[config.mk]
export PLATFORM = sky130hd
export DESIGN_NAME = txbuf_irq_ctrl
export DESIGN_NICKNAME = d
export VERILOG_FILES = /design/src/rtl/txbuf_pkg.sv /design/src/rtl/txbuf_hold.sv /design/src/rtl/txbuf_pend.sv /design/src/rtl/txbuf_crcwatch.sv /design/src/rtl/txbuf_irq_ctrl.sv
export SDC_FILE = /design/constraint.sdc
export NUM_CORES = 1
export LEC_CHECK = 0
export BUFFER_PORTS_ARGS = -buffer_cell sky130_fd_sc_hd__clkbuf_2
export CORE_MARGIN = 10
export CORE_UTILIZATION = 27
export DETAILED_ROUTE_END_ITERATION = 12
export SLEW_MARGIN = 15
export SYNTH_ARGS = -nofsm -noshare
export SYNTH_HDL_FRONTEND = slang
export SYNTH_HIERARCHICAL = 1
export SYNTH_SLANG_ARGS = --single-unit
[constraint.sdc]
create_clock -name clk -period 1.45 [get_ports clk]
set_clock_uncertainty 0.15 [all_clocks]
set_input_delay 0.0725 -clock clk [delete_from_list [all_inputs] [get_ports clk]]
set_output_delay 0.0725 -clock clk [all_outputs]
set_load 0.01 [all_outputs]
[src/rtl/txbuf_pkg.sv]
// Package: shared types for the transmit holding buffer.
// Assumes: nothing beyond IEEE 1800-2017.
package txbuf_pkg;
    // Operation chosen for the pending bit in one cycle
    typedef enum logic [1:0] {
        PEND_KEEP  = 2'd0,
        PEND_SET   = 2'd1,
        PEND_CLEAR = 2'd2,
        PEND_RESET = 2'd3
    } pend_op_e;

    // Priority encoder for the pending bit: reset, then set, then clear
    function automatic pend_op_e pend_pick(input logic rst, input logic set, input logic clr);
        if (rst)      return PEND_RESET;
        else if (set) return PEND_SET;
        else if (clr) return PEND_CLEAR;
        else          return PEND_KEEP;
    endfunction
endpackage

[src/rtl/txbuf_hold.sv]
// Module: txbuf_hold
// Holds one byte for the shift register, tracks the full state and the
// sticky write-to-full error.
// Assumes: write accepted only when empty; transfer happens when ld_req and full.
module txbuf_hold #(
    parameter int DATA_W = 8
) (
    input  logic              clk,
    input  logic              rst_n,
    input  logic              chan_rst,
    input  logic              wr_stb,
    input  logic [DATA_W-1:0] wr_data,
    input  logic              ld_req,
    input  logic              crc_done,
    output logic              full,
    output logic              xfer,
    output logic [DATA_W-1:0] data,
    output logic              ovr_err
);
    logic              full_q;
    logic [DATA_W-1:0] data_q;
    logic              ovr_q;
    logic              accept;

    // Decode this cycle's accept and transfer events
    always_comb begin
        accept = wr_stb && !full_q;
        xfer   = ld_req && full_q;
    end

    // Full flag: write fills, transfer or end of frame empties
    always_ff @(posedge clk) begin
        if (!rst_n || chan_rst)      full_q <= 1'b0;
        else if (accept)             full_q <= 1'b1;
        else if (xfer || crc_done)   full_q <= 1'b0;
    end

    // Data register: captured only on an accepted write
    always_ff @(posedge clk) begin
        if (!rst_n)      data_q <= '0;
        else if (accept) data_q <= wr_data;
    end

    // Sticky error for a write made to a full buffer
    always_ff @(posedge clk) begin
        if (!rst_n || chan_rst)     ovr_q <= 1'b0;
        else if (wr_stb && full_q)  ovr_q <= 1'b1;
    end

    assign full    = full_q;
    assign data    = data_q;
    assign ovr_err = ovr_q;


    xfer_empties_chk: assert property (@(posedge clk) disable iff (!rst_n)
        (ld_req && full_q) |=> !full_q);

    write_fills_chk: assert property (@(posedge clk) disable iff (!rst_n)
        (wr_stb && !full_q && !chan_rst) |=> (full_q && data_q == $past(wr_data)));

    full_write_ignored_chk: assert property (@(posedge clk) disable iff (!rst_n)
        (wr_stb && full_q && !chan_rst) |=> (ovr_q && $stable(data_q)));
endmodule

[src/rtl/txbuf_pend.sv]
// Module: txbuf_pend
// Transmit interrupt pending bit. It is set on a drain edge or at end of
// frame while enabled, and cleared by a data write or by the clear command.
// Assumes: set events take priority over clear events in the same cycle.
module txbuf_pend
    import txbuf_pkg::*;
(
    input  logic clk,
    input  logic rst_n,
    input  logic chan_rst,
    input  logic tx_ie,
    input  logic xfer,
    input  logic crc_done,
    input  logic wr_stb,
    input  logic irq_clr,
    output logic irq_pend
);
    logic     pend_q;
    logic     set_ev;
    logic     clr_ev;
    pend_op_e op;

    // Choose the operation on the pending bit
    always_comb begin
        set_ev = tx_ie && (xfer || crc_done);
        clr_ev = wr_stb || irq_clr;
        op     = pend_pick(!rst_n || chan_rst, set_ev, clr_ev);
    end

    // Pending register
    always_ff @(posedge clk) begin
        case (op)
            PEND_RESET: pend_q <= 1'b0;
            PEND_SET:   pend_q <= 1'b1;
            PEND_CLEAR: pend_q <= 1'b0;
            default:    pend_q <= pend_q;
        endcase
    end

    assign irq_pend = pend_q;


    pend_set_chk: assert property (@(posedge clk) disable iff (!rst_n)
        (tx_ie && xfer && !chan_rst) |=> pend_q);

    pend_needs_enable_chk: assert property (@(posedge clk) disable iff (!rst_n)
        $rose(pend_q) |-> $past(tx_ie));

    pend_clear_chk: assert property (@(posedge clk) disable iff (!rst_n)
        ((wr_stb || irq_clr) && !(tx_ie && (xfer || crc_done))) |=> !pend_q);
endmodule

[src/rtl/txbuf_crcwatch.sv]
// Module: txbuf_crcwatch
// Flags a CPU write landing while CRC bytes are in flight.
// Assumes: crc_busy covers the span from the first CRC byte entering the
// shift register until the last CRC bit leaves it.
module txbuf_crcwatch (
    input  logic clk,
    input  logic rst_n,
    input  logic chan_rst,
    input  logic wr_stb,
    input  logic crc_busy,
    output logic late_wr
);
    logic late_q;

    // Sticky late-write flag
    always_ff @(posedge clk) begin
        if (!rst_n || chan_rst)       late_q <= 1'b0;
        else if (wr_stb && crc_busy)  late_q <= 1'b1;
    end

    assign late_wr = late_q;


    late_set_chk: assert property (@(posedge clk) disable iff (!rst_n)
        (wr_stb && crc_busy && !chan_rst) |=> late_q);

    late_sticky_chk: assert property (@(posedge clk) disable iff (!rst_n)
        (late_q && !chan_rst) |=> late_q);
endmodule

[src/rtl/txbuf_irq_ctrl.sv]
// Module: txbuf_irq_ctrl (top)
// One-byte transmit holding buffer with status, interrupt pending and
// request, and the late-write and write-to-full error flags.
// Assumes: all strobes are single-cycle and synchronous to clk.
module txbuf_irq_ctrl #(
    parameter int DATA_W = 8
) (
    input  logic              clk,
    input  logic              rst_n,
    input  logic              chan_rst,
    input  logic              wr_stb,
    input  logic [DATA_W-1:0] wr_data,
    input  logic              irq_clr,
    input  logic              tx_ie,
    input  logic              mie,
    input  logic              ld_req,
    input  logic              crc_busy,
    input  logic              crc_done,
    output logic              ld_valid,
    output logic [DATA_W-1:0] ld_data,
    output logic              buf_empty,
    output logic              irq_pend,
    output logic              irq_req,
    output logic              late_wr,
    output logic              ovr_err
);
    logic full;
    logic xfer;

    txbuf_hold #(.DATA_W(DATA_W)) u_hold (
        .clk(clk), .rst_n(rst_n), .chan_rst(chan_rst),
        .wr_stb(wr_stb), .wr_data(wr_data), .ld_req(ld_req),
        .crc_done(crc_done), .full(full), .xfer(xfer),
        .data(ld_data), .ovr_err(ovr_err)
    );

    txbuf_pend u_pend (
        .clk(clk), .rst_n(rst_n), .chan_rst(chan_rst), .tx_ie(tx_ie),
        .xfer(xfer), .crc_done(crc_done), .wr_stb(wr_stb),
        .irq_clr(irq_clr), .irq_pend(irq_pend)
    );

    txbuf_crcwatch u_crc (
        .clk(clk), .rst_n(rst_n), .chan_rst(chan_rst),
        .wr_stb(wr_stb), .crc_busy(crc_busy), .late_wr(late_wr)
    );

    // Drive the status and request outputs
    always_comb begin
        buf_empty = !full;
        ld_valid  = xfer;
        irq_req   = irq_pend && mie;
    end


    chan_reset_chk: assert property (@(posedge clk) disable iff (!rst_n)
        chan_rst |=> (buf_empty && !irq_pend && !late_wr && !ovr_err));

    req_needs_mie_chk: assert property (@(posedge clk) disable iff (!rst_n)
        irq_req |-> (mie && irq_pend));

    frame_end_chk: assert property (@(posedge clk) disable iff (!rst_n)
        (crc_done && tx_ie && !wr_stb && !chan_rst) |=> (buf_empty && irq_pend));
endmodule

==> impl_results.md <==
- Die Width: 62.51 um
- Hold path start: rst_n
- CP endpoint kind: flop
- Reg-to-reg slack, setup: 0.10 ns
- R2r endpoint: u_pend/irq_pend
- Number of CTS-inserted buffers: 3
- Syn Inst Count: 56
- Final worst path period need: 1.368 ns
- PortBufs: 31
- Routed wire per std cell: 11.60 um
- GR Layer Usage met2: 12.69%
- Achievable frequency: 730.9 MHz
- Worst Tran Pin Value: 0.3239 ns
- Largest net degree at the start of global routing: 12
- Post-Synth XOR/XNOR Area: 0%
- Outcome: finished clean
- Grt peak-use layer: met2
- Syn nets: 74
- First-pass GRT wire length: 2380 um
- Ant. Diodes: 0
- First-pass iteration count of the detailed router: 4
- Placement Cell Area: 676.9 um2
- Final setup viols: 0
- Final Cell Area: 843.3 um2
- DP Cell Count: 112
- Final wirelength: 1496 um
- #FFs+latches synth: 12
- YS warnings: 6
- # nets final: 123
- Post-Syn Area per Cell: 8.714 um2
- GPL Wtd Cong: 0.6523
- Post-route ant nets: 0
- GRT met1 Usage: 7.179%
- R2r startpoint: u_hold/full
- Clock Latency Late Sink: 0.27 ns
- Mux cell area share after synthesis: 0%
- Initial antenna violation count: 0
- Final slew viol count: 0
- Final Hold Fails: 0
- Register area share after synthesis: 51.28%
- Peak VDD IR: 0.0003472 V
- Clock root buffer master: clkbuf_4
- Fillers: 183
- Vias/cell: 4.225
- CP Launch Type: input pin
- Fin crit share: 94.36%
- Cell Pwr Density: 904.8 mW/mm2
- Worst EP arrival: 1.44 ns
- # Post-CTS Setup Buffers: 0
- Clock Path Buffers: 2
- RSZ-0062 raised after global routing: no
- Top Ports: 32
- Vert. Die Dim: 62.51 um
- LEAKAGE: 0.4036 nW
- Total grt overflow: 0
- End of the worst hold path: u_hold/data[6]
- CTS tree: yes
- Vias in the first global route: 502
- Worst setup path category: input pin to flop
- Main combinational cell family by area after synthesis: simple AND/OR/NAND/NOR gates
- Layout cells sized above 1: 36.54%
- Vias: 545
- CTS clock-pin slew for the worst setup and hold paths: 0.08 ns
- Met3 Use GR: 3.405%
- Core region area: 0.001727 mm2
- Crit-path max FO: 3
- Commonest cells after routing, fill and taps aside: clkbuf_2, nand2_1, dlygate4sd3_1
- Simple-gate share of the synthesized area: 27.95%
- Slew headroom: 78.41%
- Required time of the worst setup path: 1.52 ns
- Adder-cell share of the synthesized area: 0%
- Die area: 0.003908 mm2
- Initial Util: 28.26%
- Clk sinks: 12
- Distinct cells, synth: 16
- Drc violations: 0
- Commonest non-fill, non-tap cell in the layout: clkbuf_2
- DRT iter0 DRCs: 11
- Std-Cell Rows: 15
- Hpwl dp: 1103 um
- H-tree Lvls: 1
- Setup TNS: 0 ns
- Layout Cells excl Fill: 129
- Worst Hold Class: input pin to flop
- Max-cap violation count: 0
- Final Util: 48.84%
- GRT Total Usage: 7.508%
- Hold depth: 2
- Complex-gate fraction of the synthesized area: 17.44%
- Mapped Area: 488.0 um2
- Reg2reg path depth: 3
- Area grow syn2layout: 72.82%
## metrics by stage
step / worst slack [ns] / total power, W / hold WS [ns]
floorplan: 0.02273 / 0.0004181 / -0.007988
global placement: 0.09736 / 0.0004706 / 0.1270
detailed placement: 0.06203 / 0.0004734 / 0.1310
CTS: 0.05281 / 0.0007713 / 0.006295
global route: 0.05042 / 0.0008056 / 0.01376
finish: 0.08184 / 0.0007631 / 0.01248
## registers in the layout, indices dropped and copies added, names as in the netlist
signal and cells:
u_crc/late_wr 1, u_hold/data 8, u_hold/full 1, u_hold/ovr_err 1, u_pend/irq_pend 1
## worst max-delay path by stage
stage / startpoint / endpoint / slack (ns)
2_1_floorplan: u_hold/full / u_pend/irq_pend / 0.02
6_report: chan_rst / u_crc/late_wr / 0.08
3_5_place_dp: u_hold/full / u_pend/irq_pend / 0.06
4_1_cts: u_hold/full / u_pend/irq_pend / 0.05
5_1_grt: crc_done / u_pend/irq_pend / 0.05
3_3_place_gp: u_hold/full / u_pend/irq_pend / 0.1
## routing by layer
layer  vias to the layer above  part of all wire, %  wire, um
met1                       250                   39       586
met2                        15                   53       788
met4                         0                  1.8        27
met3                         2                  6.2        93
li1                        278                    -         -
met5                         -                    0         0
## layout make-up
cell class              count  area (um2)  share of cell area (%)
inverters                   1       3.754                  0.4451
repair buffers             46       300.3                   35.61
flip-flops and latches     12       250.2                   29.67
multi-input cells          41       221.5                   26.26
well taps                  25       31.28                   3.709
clock buffers               4       36.28                   4.303
## critical path, stage by stage
cell           delay, ns
dlygate4sd3_1       0.53
clkbuf_2            0.13
nor3b_2             0.16
dlygate4sd3_1       0.55
## cells by family after synthesis
| group | count (synthesis) |
|---|---|
| AO/OA/AOI/OAI | 13 |
| buffers and inverters | 3 |
| AND/OR/NAND/NOR | 28 |
| flip-flops | 12 |
## what timing repair did
| item | 4_1_cts | 5_1_grt |
|---|---|---|
| resized for setup | 0 | 1 |
| hold buffers | 13 | 0 |
| hold endpoints to repair | 11 | 0 |
| setup endpoints to repair | 0 | 1 |
## cells in the mapped netlist (all sizes together)
master	instances	area, um2
a21oi	4	20.02
dfxtp	11	220.2
or3b	1	8.760
buf	2	12.51
nand2b	3	18.77
o21ai	1	5.000
and2	2	12.51
or2	1	6.260
nor2b	1	6.260
inv	1	3.750
a21boi	8	60.06
edfxtp	1	30.03
nor2	3	11.26
nor3b	1	12.51
nand2	16	60.06
## report_power, final
group	switching, W	internal [W]
combinational	0.0000587	0.0000739
sequential	0.00000823	0.000351
clock	0.000119	0.000152
Note: power is estimated with default switching activity, not from simulation.
